--- src/rtl/pcm_ts_pkg.sv ---
package pcm_ts_pkg;

    localparam int NCH   = 4;
    localparam int WBITS = 8;
    localparam int CHW   = $clog2(NCH);
    localparam int CNTW  = $clog2(WBITS + 1);
    localparam int IDXW  = $clog2(NCH * WBITS);

    typedef logic [CHW-1:0]  chan_t;
    typedef logic [CNTW-1:0] cnt_t;

    typedef struct packed {
        logic  busy;   // a slot owns the line
        logic  lag;    // one idle period still to spend before bit 7
        chan_t ch;     // owner channel
        cnt_t  rem;    // bits still to drive
    } slot_t;

    // index of the lowest set bit, 0 when none is set
    function automatic chan_t lowest_set(input logic [NCH-1:0] v);
        chan_t r;
        r = '0;
        for (int i = NCH - 1; i >= 0; i--) begin
            if (v[i]) r = chan_t'(i);
        end
        return r;
    endfunction

    function automatic logic multi_set(input logic [NCH-1:0] v);
        return (v & (v - 1'b1)) != '0;
    endfunction

endpackage

--- src/rtl/pcm_fs_arbiter.sv ---
module pcm_fs_arbiter
    import pcm_ts_pkg::*;
(
    input  logic           clk,
    input  logic           rst,
    input  logic [NCH-1:0] fsync,
    input  logic           busy,
    output logic           start,
    output chan_t          win,
    output logic           collide
);

    logic [NCH-1:0] fs_q;
    logic [NCH-1:0] rise;

    always_comb begin
        rise  = fsync & ~fs_q;
        start = (|rise) & ~busy;
        win   = lowest_set(rise);
    end

    always_ff @(posedge clk) begin
        if (rst) begin
            fs_q    <= '0;
            collide <= 1'b0;
        end else begin
            fs_q    <= fsync;
            collide <= (|rise) & (busy | multi_set(rise));
        end
    end


    win_is_rising_chk: assert property (@(posedge clk) disable iff (rst)
        start |-> rise[win]);


    win_is_lowest_chk: assert property (@(posedge clk) disable iff (rst)
        start |-> ((rise & ((NCH'(1) << win) - NCH'(1))) == '0));


    busy_rise_flag_chk: assert property (@(posedge clk) disable iff (rst)
        (busy && (|rise)) |=> collide);

endmodule

--- src/rtl/pcm_tx_sequencer.sv ---
module pcm_tx_sequencer
    import pcm_ts_pkg::*;
(
    input  logic                 clk,
    input  logic                 rst,
    input  logic                 lag_mode,
    input  logic [NCH-1:0]       pdn,
    input  logic [NCH*WBITS-1:0] tx_words,
    input  logic                 start,
    input  chan_t                win,
    output logic                 busy,
    output logic                 tx_data,
    output logic                 tx_oe,
    output logic                 cap_en,
    output logic                 cap_last,
    output chan_t                cap_ch
);

    slot_t st_q, cur, nxt;
    logic  drive;
    logic  live;
    logic [IDXW-1:0] idx;

    always_comb begin
        cur = st_q;
        if (start) begin
            cur.busy = 1'b1;
            cur.lag  = lag_mode;
            cur.ch   = win;
            cur.rem  = cnt_t'(WBITS);
        end
        nxt   = cur;
        drive = 1'b0;
        if (cur.busy) begin
            if (cur.lag) begin
                nxt.lag = 1'b0;
            end else begin
                drive    = 1'b1;
                nxt.rem  = cur.rem - 1'b1;
                nxt.busy = (cur.rem != cnt_t'(1));
            end
        end
        live = drive & ~pdn[cur.ch];
        idx  = IDXW'(cur.ch) * IDXW'(WBITS) + IDXW'(cur.rem) - IDXW'(1);
    end

    always_ff @(posedge clk) begin
        if (rst) begin
            st_q     <= '0;
            tx_oe    <= 1'b0;
            tx_data  <= 1'b0;
            cap_en   <= 1'b0;
            cap_last <= 1'b0;
            cap_ch   <= '0;
        end else begin
            st_q     <= nxt;
            tx_oe    <= live;
            tx_data  <= live & tx_words[idx];
            cap_en   <= live;
            cap_last <= live & (cur.rem == cnt_t'(1));
            cap_ch   <= cur.ch;
        end
    end

    assign busy = st_q.busy;


    idle_quiet_chk: assert property (@(posedge clk) disable iff (rst)
        (!st_q.busy && !start) |=> !tx_oe);


    lag_quiet_chk: assert property (@(posedge clk) disable iff (rst)
        (start && lag_mode) |=> !tx_oe);


    slot_count_chk: assert property (@(posedge clk) disable iff (rst)
        st_q.busy |-> (st_q.rem != '0));


    last_inside_slot_chk: assert property (@(posedge clk) disable iff (rst)
        cap_last |-> (cap_en && tx_oe));

endmodule

--- src/rtl/pcm_rx_capture.sv ---
module pcm_rx_capture
    import pcm_ts_pkg::*;
(
    input  logic                 clk,
    input  logic                 rst,
    input  logic                 rx_data,
    input  logic                 cap_en,
    input  logic                 cap_last,
    input  chan_t                cap_ch,
    input  logic                 law_sel,
    output logic [NCH*WBITS-1:0] rx_words,
    output logic [NCH-1:0]       rx_law,
    output logic [NCH-1:0]       rx_valid
);

    logic [WBITS-1:0] sr;

    // falling-edge sampling of the shared receive line
    always_ff @(negedge clk) begin
        if (rst) sr <= '0;
        else if (cap_en) sr <= {sr[WBITS-2:0], rx_data};
    end

    for (genvar n = 0; n < NCH; n++) begin : g_chan
        logic [WBITS-1:0] word_q;
        logic             law_q;
        logic             vld_q;
        logic             hit;

        assign hit = cap_last && (cap_ch == chan_t'(n));

        always_ff @(posedge clk) begin
            if (rst) begin
                word_q <= '0;
                law_q  <= 1'b0;
                vld_q  <= 1'b0;
            end else begin
                vld_q <= hit;
                if (hit) begin
                    word_q <= sr;
                    law_q  <= law_sel;
                end
            end
        end

        assign rx_words[n*WBITS +: WBITS] = word_q;
        assign rx_law[n]                  = law_q;
        assign rx_valid[n]                = vld_q;
    end


    valid_onehot_chk: assert property (@(posedge clk) disable iff (rst)
        $onehot0(rx_valid));


    valid_single_chk: assert property (@(posedge clk) disable iff (rst)
        (rx_valid != '0) |=> (rx_valid == '0));

endmodule

--- src/rtl/pcm_tdm_port.sv ---
module pcm_tdm_port
    import pcm_ts_pkg::*;
(
    input  logic                 clk,
    input  logic                 rst,
    input  logic                 lag_mode,
    input  logic                 law_sel,
    input  logic [NCH-1:0]       fsync,
    input  logic [NCH-1:0]       pdn,
    input  logic [NCH*WBITS-1:0] tx_words,
    output logic                 tx_data,
    output logic                 tx_oe,
    input  logic                 rx_data,
    output logic [NCH*WBITS-1:0] rx_words,
    output logic [NCH-1:0]       rx_law,
    output logic [NCH-1:0]       rx_valid,
    output logic                 collide
);

    logic  busy, start, cap_en, cap_last;
    chan_t win, cap_ch;

    pcm_fs_arbiter u_arb (
        .clk     (clk),
        .rst     (rst),
        .fsync   (fsync),
        .busy    (busy),
        .start   (start),
        .win     (win),
        .collide (collide)
    );

    pcm_tx_sequencer u_tx (
        .clk      (clk),
        .rst      (rst),
        .lag_mode (lag_mode),
        .pdn      (pdn),
        .tx_words (tx_words),
        .start    (start),
        .win      (win),
        .busy     (busy),
        .tx_data  (tx_data),
        .tx_oe    (tx_oe),
        .cap_en   (cap_en),
        .cap_last (cap_last),
        .cap_ch   (cap_ch)
    );

    pcm_rx_capture u_rx (
        .clk      (clk),
        .rst      (rst),
        .rx_data  (rx_data),
        .cap_en   (cap_en),
        .cap_last (cap_last),
        .cap_ch   (cap_ch),
        .law_sel  (law_sel),
        .rx_words (rx_words),
        .rx_law   (rx_law),
        .rx_valid (rx_valid)
    );


    quiet_when_down_chk: assert property (@(posedge clk) disable iff (rst)
        (tx_oe && $stable(pdn)) |-> (pdn != '1));

endmodule

--- config.mk ---
export PLATFORM = sky130hd
export DESIGN_NAME = pcm_tdm_port
export DESIGN_NICKNAME = d
export VERILOG_FILES = /design/src/rtl/pcm_ts_pkg.sv /design/src/rtl/pcm_fs_arbiter.sv /design/src/rtl/pcm_tx_sequencer.sv /design/src/rtl/pcm_rx_capture.sv /design/src/rtl/pcm_tdm_port.sv
export SDC_FILE = /design/constraint.sdc
export NUM_CORES = 1
export LEC_CHECK = 0
export ABC_AREA = 1
export BUFFER_PORTS_ARGS = -buffer_cell sky130_fd_sc_hd__buf_4
export CAP_MARGIN = 20
export CORE_MARGIN = 2
export CORE_UTILIZATION = 55
export CTS_CLUSTER_SIZE = 14
export DETAILED_ROUTE_END_ITERATION = 10
export PLACE_DENSITY_LB_ADDON = 0.12
export SLEW_MARGIN = 10
export SYNTH_ARGS = -nofsm -noshare
export SYNTH_HDL_FRONTEND = slang
export SYNTH_SLANG_ARGS = --single-unit
--- constraint.sdc ---
create_clock -name clk -period 4.2 [get_ports clk]
set_input_delay 0.63 -clock clk [delete_from_list [all_inputs] [get_ports clk]]
set_output_delay 0.63 -clock clk [all_outputs]
set_load 0.03 [all_outputs]
==> results of run 1 <==
[area by class of cell]
cell class                      instances  area (µm²)  share of cell area
Tap cell                               70       87.58             0.02357
Sequential cell                        64        1281              0.3448
Clock inverter                         15       77.57             0.02088
Multi-Input combinational cell        274        1324              0.3562
Clock buffer                            9       123.9             0.03333
Timing Repair Buffer                   88       660.6              0.1778
Inverter                               43       161.4             0.04343
[Yosys cell counts, drive strengths merged, types with 3 or more instances]
cell	count	area share
nor3	3	0.0052
dfxtp	64	0.44
clkinv	3	0.0039
clkbuf	9	0.012
nor2	91	0.12
a21oi	16	0.028
nand2	52	0.080
ha	5	0.022
buf	11	0.032
o21ai	53	0.099
nand3	49	0.086
inv	41	0.053
[per-stage QoR]
step                      cells  setup WS (ns)  total power [µW]
final                       563         0.8403              1438
after detailed placement    540         0.4987             976.3
after global routing        563         0.7683              1528
after global placement      540         0.5569             969.7
after CTS                   563         0.8693              1445
after floorplan             402         0.9310             894.3
[how the worst min path moves through the flow]
stage                                  start                        to  slack (ns)  cells after the start
floorplan                       u_tx.st_q[6]              u_tx.st_q[6]        0.42                      2
global route        u_rx.g_chan[3].word_q[3]  u_rx.g_chan[3].word_q[3]        0.46                      2
CTS                 u_rx.g_chan[3].word_q[1]  u_rx.g_chan[3].word_q[1]        0.45                      2
finish              u_rx.g_chan[3].word_q[1]  u_rx.g_chan[3].word_q[1]        0.44                      2
global placement    u_rx.g_chan[3].word_q[4]  u_rx.g_chan[3].word_q[4]        0.43                      2
detailed placement  u_rx.g_chan[3].word_q[1]  u_rx.g_chan[3].word_q[1]        0.44                      2
[power by group through the flow]
stage          clock (µW)  sequential [µW]  combinational [µW]
2_1_floorplan        13.2              678                 203
3_3_place_gp         13.2              677                 279
6_report              485              666                 287
3_5_place_dp         13.2              678                 285
4_1_cts               492              665                 288
5_1_grt               535              669                 324
[registers in the layout (all words and copies together), names as in the netlist]
name	flops
u_rx.g_chan.word_q	32
u_tx.st_q	5
u_rx.sr	8
u_tx.tx_data	1
u_tx.cap_last	1
u_arb.fs_q	4
u_rx.g_chan.vld_q	4
u_tx.cap_ch	2
u_tx.busy	1
u_rx.g_chan.law_q	4
u_tx.tx_oe	1
u_arb.collide	1
[layer usage]
layer / GRT usage / share of wire / up-vias / wire length, µm
met4: 0.08545 / 0.011 / 0 / 70
met3: 0.06161 / 0.063 / 9 / 421
met1: 0.2946 / 0.47 / 1245 / 3102
met2: 0.3832 / 0.46 / 90 / 3064
li1: - / - / 1458 / -
met5: 0 / 0 / - / 0
[cell families (layout without fill, tap and decap cells)]
logic type	after synthesis	after routing	share of synthesized area
adder cells (fa/ha/maj)	5	5	0.02159
AND/OR/NAND/NOR	196	196	0.2971
XOR/XNOR	2	2	0.006046
buffers and inverters	64	155	0.1010
AO/OA/AOI/OAI	71	71	0.1321
flip-flops	64	64	0.4421
[critical path: stages]
cell,delay (ns)
buf_4,0.17
inv_1,0.41
o21ai_0,0.23
nor2_1,0.12
==> metrics, run 1 <==
run status=finished clean; die height=76.59 µm; most frequent cells in the layout=buf_4 (88), nor2_1 (87), dfxtp_1 (64); Pins Over Slew Limit=0; Hold Crit Class=flip-flop to flip-flop; chip width=76.59 µm; RSZ-0062 raised after global routing=no; asr flop ratio synth=0; Sink Count=64; TNS Setup=0 ns; synthesized netlist cell count=402; pwr/cell area=387.0 nW/µm²; share of cells above drive strength 1=0.2434; Sw Pwr=462.4 µW; Fill cells=448; drt first pass iters=5; CTS tree=done; Max clock buf depth=2; kind of critical path=input port to flip-flop; worst setup path start=rst; Switching Share=0.3215; most used flip-flop cell after synthesis=dfxtp_1; antenna diode count=0; largest net degree at the start of global routing=27; final instance area=3716 µm²; boundary pin count=88; Mapped Nets=452; CP Max Fanout=24; Util after Layout=0.7276; first-pass GRT wire length=11,160 µm; via count=2,802; Post-CTS Setup Inserts=0; PortBufs=87; Post-synth EDFFs=0; GR Overflow Total=0; DRT iter0 DRCs=106; clock latency on the worst-skew pair=0.38 ns; clk_skew=0.05694 ns; Synth Register Bits=64; slew margin rel.=0.5568; Max VDD drop=0.0002303 V; most common cell after layout, fill and taps aside=buf_4; Final Setup Violations=0; Worst Reg-to-Reg Cells=3; Rows=26; Worst Setup End Kind=flip-flop; Ys Warns=0; Die ar.=5865 µm²; DP Wirelength=4753 µm; initial antenna violation count=0; worst r2r src=u_tx.tx_oe; Hold-fix buffers, CTS=0; synth unique cells=26; internal reg-to-reg setup slack=1.16 ns; Starting Density=0.5674; DR vias/cell=4.977; Critical Path AT=1.56 ns; area grow syn2layout=28.24%; core area=5107 µm²; final antenna-violating net count=0; end of the worst register-to-register path=u_rx.sr[1]; Clk pwr share=0.337; gr usage total=0.2331; CTS clock-pin slew for the worst setup and hold paths=0.07 ns; Root Driver=clkbuf_8; post-cts sizing count=0; Max-Cap Viols=0; drt total wl=6657 µm; cts bufs inserted=9; Final nets=538; Placed Instance Area=3518 µm²; actual slew at the worst max-slew pin=0.6624 ns; vias in the first global route=2,571; Avg Cell Area, Syn=7.208 µm²; Final Wtd Congestion=0.8177; Pint=975.7 µW; Worst Setup EP=u_rx.sr[1]; Combinational Power Share=0.199; Hold Slack=0.4430 ns; type of origin of the critical path=input port; DR WL/cell=11.82 µm; count of final hold-check violations=0; LEAKAGE=0.001867 µW; WP data required=2.40 ns; CTS H-tree depth=3; register share of total power=0.463; Synth Cell Area=2898 µm²; Seq/Total Area, Yosys=0.4421; # DRC=0
Note: power is estimated with default switching activity, not from simulation.
==> inputs of run 2 (changes only) <==
--- a/config.mk
+++ b/config.mk
@@ -9,7 +9,7 @@
 export BUFFER_PORTS_ARGS = -buffer_cell sky130_fd_sc_hd__buf_4
 export CAP_MARGIN = 20
 export CORE_MARGIN = 2
-export CORE_UTILIZATION = 55
+export CORE_UTILIZATION = 51
 export CTS_CLUSTER_SIZE = 14
 export DETAILED_ROUTE_END_ITERATION = 10
 export PLACE_DENSITY_LB_ADDON = 0.12
==> constraint.sdc (replaced) <==
create_clock -name clk -period 3.3 [get_ports clk]
set_input_delay 0.495 -clock clk [delete_from_list [all_inputs] [get_ports clk]]
set_output_delay 0.495 -clock clk [all_outputs]
set_load 0.03 [all_outputs]
==> metrics, run 2 (synthesized netlist as in run 1, its figures left out) <==
run status=finished clean; vias in the first global route=2,563; final instance area=3767 µm²; post-cts sizing count=0; Starting Density=0.5262; CTS H-tree depth=3; pre-CTS setup slack=0.3048 ns; Worst Hold Launch=fsync[1]; CP Max Fanout=18; Sink Count=64; gr usage total=0.2224; hold path cells=3; worst r2r src=u_tx.tx_oe; cts bufs inserted=9; TNS Setup=0 ns; top flop regs=u_rx.g_chan.word_q (32), u_rx.sr (8), u_tx.st_q (5); end of the worst register-to-register path=u_rx.sr[7]; Hold Slack=0.3811 ns; largest net degree at the start of global routing=20; Final nets=541; Post-CTS Setup Inserts=0; drt total wl=6563 µm; Worst Reg-to-Reg Cells=3; Max clock buf depth=2; Hold Crit Class=input port to flip-flop; Max-Cap Viols=0; count of final hold-check violations=0; Final Setup Violations=0; DR WL/cell=11.55 µm; Worst Hold End=u_arb.fs_q[1]; # DRC=0; internal reg-to-reg setup slack=0.69 ns; Rows=27; most common cell after layout, fill and taps aside=buf_4; GR Overflow Total=0; core area=5507 µm²; Placed Instance Area=3543 µm²; DRT iter0 DRCs=138; type of origin of the critical path=input port; Worst Setup End Kind=flip-flop; most frequent cells in the layout=buf_4 (91), nor2_1 (87), dfxtp_1 (64); pwr/cell area=510.5 nW/µm²; CTS tree=done; Fill cells=501; final setup margin=0.6558 ns; Largest register FFs=32; Critical Path AT=1.31 ns; drt first pass iters=4; antenna diode count=0; PortBufs=87; cells along the critical path=buf_4, inv_1, o21ai_0, nor2_1; share of cells above drive strength 1=0.2500; Slowest-stage cell, CP=inv_1; DR vias/cell=4.915; Die ar.=6301 µm²; DP Wirelength=4696 µm; Hold-fix buffers, CTS=0; CTS clock-pin slew for the worst setup and hold paths=0.07 ns; Root Driver=clkbuf_8; Max VDD drop=0.0002542 V; initial antenna violation count=0; die height=79.38 µm; kind of critical path=input port to flip-flop; RSZ-0062 raised after global routing=no; clk_skew=0.05787 ns; chip width=79.38 µm; boundary pin count=88; clock latency on the worst-skew pair=0.39 ns; Final Wtd Congestion=0.7972; Pins Over Slew Limit=0; Biggest register=u_rx.g_chan.word_q; final antenna-violating net count=0; LEAKAGE=0.001898 µW; area grow syn2layout=30.01%; actual slew at the worst max-slew pin=0.6677 ns; slew margin rel.=0.5532; first-pass GRT wire length=11,150 µm; WP data required=1.96 ns; via count=2,792; Worst path max stage delay=0.32 ns
[run 2: cell types whose count changed in the layout (fill, tap and decap cells not counted), sizes merged]
cell	before	now
buf	88	91
bufinv	0	1
clkbuf	9	10
clkinv	8	7
clkinvlp	1	0
[run 2: worst max-delay path by stage]
stage | slack, ns | from | to | cells past startpoint
6_report | 0.66 | rst | u_rx.sr[7] | 4
5_1_grt | 0.53 | u_arb.fs_q[2] | u_tx.tx_data | 15
4_1_cts | 0.64 | rst | u_rx.sr[7] | 4
3_5_place_dp | 0.30 | rst | u_rx.sr[4] | 4
3_3_place_gp | 0.36 | rst | u_rx.sr[0] | 4
2_1_floorplan | 0.61 | u_tx.tx_oe | u_rx.sr[0] | 3
[run 2: per-layer routing]
layer / routed length [µm] / share of wire / track usage
met3: 410 / 0.062 / 0.06222
met4: 68 / 0.010 / 0.07586
met5: 0 / 0 / 0
met1: 3097 / 0.47 / 0.2919
met2: 2987 / 0.46 / 0.3525
[run 2: layout make-up]
class	instances	area, µm²	area share
clock buffers	10	131.4	0.03487
clock inverters	14	96.34	0.02557
inverters	43	161.4	0.04284
multi-input cells	274	1324	0.3514
flip-flops and latches	64	1281	0.3401
well taps	72	90.09	0.02391
repair buffers	91	683.2	0.1813
[run 2: report_power, final]
group / total [µW] / internal, µW / switching (µW)
Combinational: 365 / 152 / 213
Sequential: 847 / 807 / 40.4
Clock: 711 / 373 / 339
Total: 1920 / 1330 / 592
[run 2: metrics by stage]
stage / utilization / power [µW] / cells
6_report: 0.6842 / 1923 / 568
5_1_grt: 0.6842 / 2031 / 568
4_1_cts: 0.6842 / 1931 / 568
3_5_place_dp: 0.6435 / 1245 / 545
3_3_place_gp: 0.6435 / 1239 / 545
2_1_floorplan: - / 1138 / 402
[run 2: critical path, delay by kind of cell]
kind                   cells  cell delay [ns]
AOI/OAI and AO/OA          1             0.19
and+or+nand+nor            1             0.13
buffers and inverters      2             0.49
==> inputs of run 3 (changes only) <==
==> constraint.sdc (replaced) <==
create_clock -name clk -period 2.48 [get_ports clk]
set_input_delay 0.372 -clock clk [delete_from_list [all_inputs] [get_ports clk]]
set_output_delay 0.372 -clock clk [all_outputs]
set_load 0.03 [all_outputs]
==> metrics, run 3 (synthesized netlist as in run 1, its figures left out) <==
most frequent cells in the layout=buf_4 (98), nor2_1 (87), dfxtp_1 (64); Sw Pwr=808.5 µW; drt total wl=6957 µm; cts bufs inserted=9; Max VDD drop=0.0004468 V; chip width=79.38 µm; clk_skew=0.05100 ns; slew margin rel.=0.5979; initial antenna violation count=0; Post-CTS Setup Inserts=0; Final nets=548; RSZ-0062 raised after global routing=no; DR vias/cell=5.017; DP Wirelength=4985 µm; Hold Slack=0.2413 ns; Worst Setup EP=u_tx.tx_data; Tcrit/Tclk final=0.9094; GR Overflow Total=0; Worst Setup End Kind=flip-flop; antenna diode count=0; vias in the first global route=2,685; Pins Over Slew Limit=0; core area=5507 µm²; first-pass GRT wire length=11,780 µm; Critical Path AT=2.50 ns; run status=finished clean; CTS tree=done; kind of critical path=flip-flop to flip-flop; f_max=443.4 MHz; Max-Cap Viols=0; cells along the critical path=inv_1, nand2_2, nand2_4, nor2_2, nor2_4, nor2_1, inv_1, ha_1, inv_1, ha_1, inv_2, nand3_1, nand3_1, a21oi_1, nor2_1; die height=79.38 µm; # DRC=0; Design Power=2641 µW; Clk pwr share=0.379; internal reg-to-reg setup slack=0.22 ns; Sink Count=64; Slowest-stage cell, CP=ha_1; Root Driver=clkbuf_8; Hold Crit Class=input port to flip-flop; TNS Setup=0 ns; share of cells above drive strength 1=0.2604; most used cell, CP=inv_1; boundary pin count=88; final antenna-violating net count=0; most common cell after layout, fill and taps aside=buf_4; Combinational Power Share=0.195; type of origin of the critical path=flip-flop; Max clock buf depth=2; pwr/cell area=688.4 nW/µm²; area grow syn2layout=32.38%; CP Max Fanout=6; Worst Reg-to-Reg Cells=15; drt first pass iters=4; worst setup path start=u_arb.fs_q[3]; Hold-fix buffers, CTS=0; clock latency on the worst-skew pair=0.39 ns; Final Wtd Congestion=0.7774; count of final hold-check violations=0; CTS H-tree depth=3; CTS clock-pin slew for the worst setup and hold paths=0.07 ns; end of the worst register-to-register path=u_tx.tx_data; gr usage total=0.2382; DRT iter0 DRCs=100; Die ar.=6301 µm²; register share of total power=0.426; PortBufs=87; actual slew at the worst max-slew pin=0.6015 ns; Pint=1832 µW; Switching Share=0.3062; WP data required=2.72 ns; Starting Density=0.5262; Final Setup Violations=0; LEAKAGE=0.001935 µW; worst r2r src=u_arb.fs_q[3]; via count=2,885; Biggest register=u_rx.g_chan.word_q; largest net degree at the start of global routing=20; Rows=27; Util after Layout=0.6967; Worst path max stage delay=0.36 ns; Largest register FFs=32; min Tclk post-route=2.255 ns; top flop regs=u_rx.g_chan.word_q (32), u_rx.sr (8), u_tx.st_q (5); DR WL/cell=12.10 µm
-- run 3: cell count changes in the layout (fill, tap and decap cells not counted), sizes merged --
| cell | before | now |
|---|---|---|
| buf | 91 | 98 |
| clkinv | 7 | 8 |
| inv | 49 | 48 |
-- run 3: final cells by class --
cell class              count  area, µm²
well taps                  72      90.09
fillers                   490       1670
inverters                  43      161.4
clock inverters            14      95.09
clock buffers              10      148.9
flip-flops and latches     64       1281
repair buffers             98      735.7
multi-input cells         274       1324
-- run 3: routing by layer --
layer | vias up | part of all wire | global-route usage
met5 | - | 0 | 0
li1 | 1480 | - | -
met3 | 8 | 0.065 | 0.07919
met4 | 0 | 0.0079 | 0.06552
met1 | 1304 | 0.44 | 0.2961
met2 | 93 | 0.48 | 0.3958
-- run 3: worst min-delay path by stage --
stage,start,end,slack [ns],cells past startpoint
after global routing,fsync[3],u_arb.fs_q[3],0.26,3
after floorplan,u_tx.st_q[6],u_tx.st_q[6],0.42,2
after detailed placement,u_rx.g_chan[3].word_q[3],u_rx.g_chan[3].word_q[3],0.43,2
after global placement,u_rx.g_chan[3].word_q[4],u_rx.g_chan[3].word_q[4],0.43,2
final,fsync[1],u_arb.fs_q[1],0.24,3
after CTS,fsync[2],u_arb.fs_q[2],0.23,3
-- run 3: through the flow --
step,worst slack (ns),cells,area [µm²]
6_report,0.2247,575,3836
5_1_grt,0.01694,575,3836
4_1_cts,0.1912,575,3836
3_5_place_dp,0.03750,552,3596
3_3_place_gp,0.1059,552,3596
2_1_floorplan,0.1963,402,2898
-- run 3: power groups by stage --
stage	clock network, µW	logic [µW]	registers, µW
2_1_floorplan	22.4	343	1150
3_3_place_gp	22.4	498	1150
3_5_place_dp	22.4	513	1150
4_1_cts	1020	517	1120
5_1_grt	1080	583	1130
6_report	1000	515	1120
-- run 3: critical path: cells and delay by family (launching register included) --
| family | cells | cell delay [ns] |
|---|---|---|
| buffers and inverters | 4 | 0.27 |
| AOI/OAI and AO/OA | 1 | 0.15 |
| and+or+nand+nor | 8 | 0.79 |
| adders and majority gates | 2 | 0.64 |
| DFF | 1 | 0.31 |
-- run 3: repair_timing --
| item | 4_1_cts | 5_1_grt |
|---|---|---|
| gates resized for setup | 0 | 1 |
| setup endpoints to repair | 0 | 1 |
| endpoints found under the hold margin | 0 | 0 |
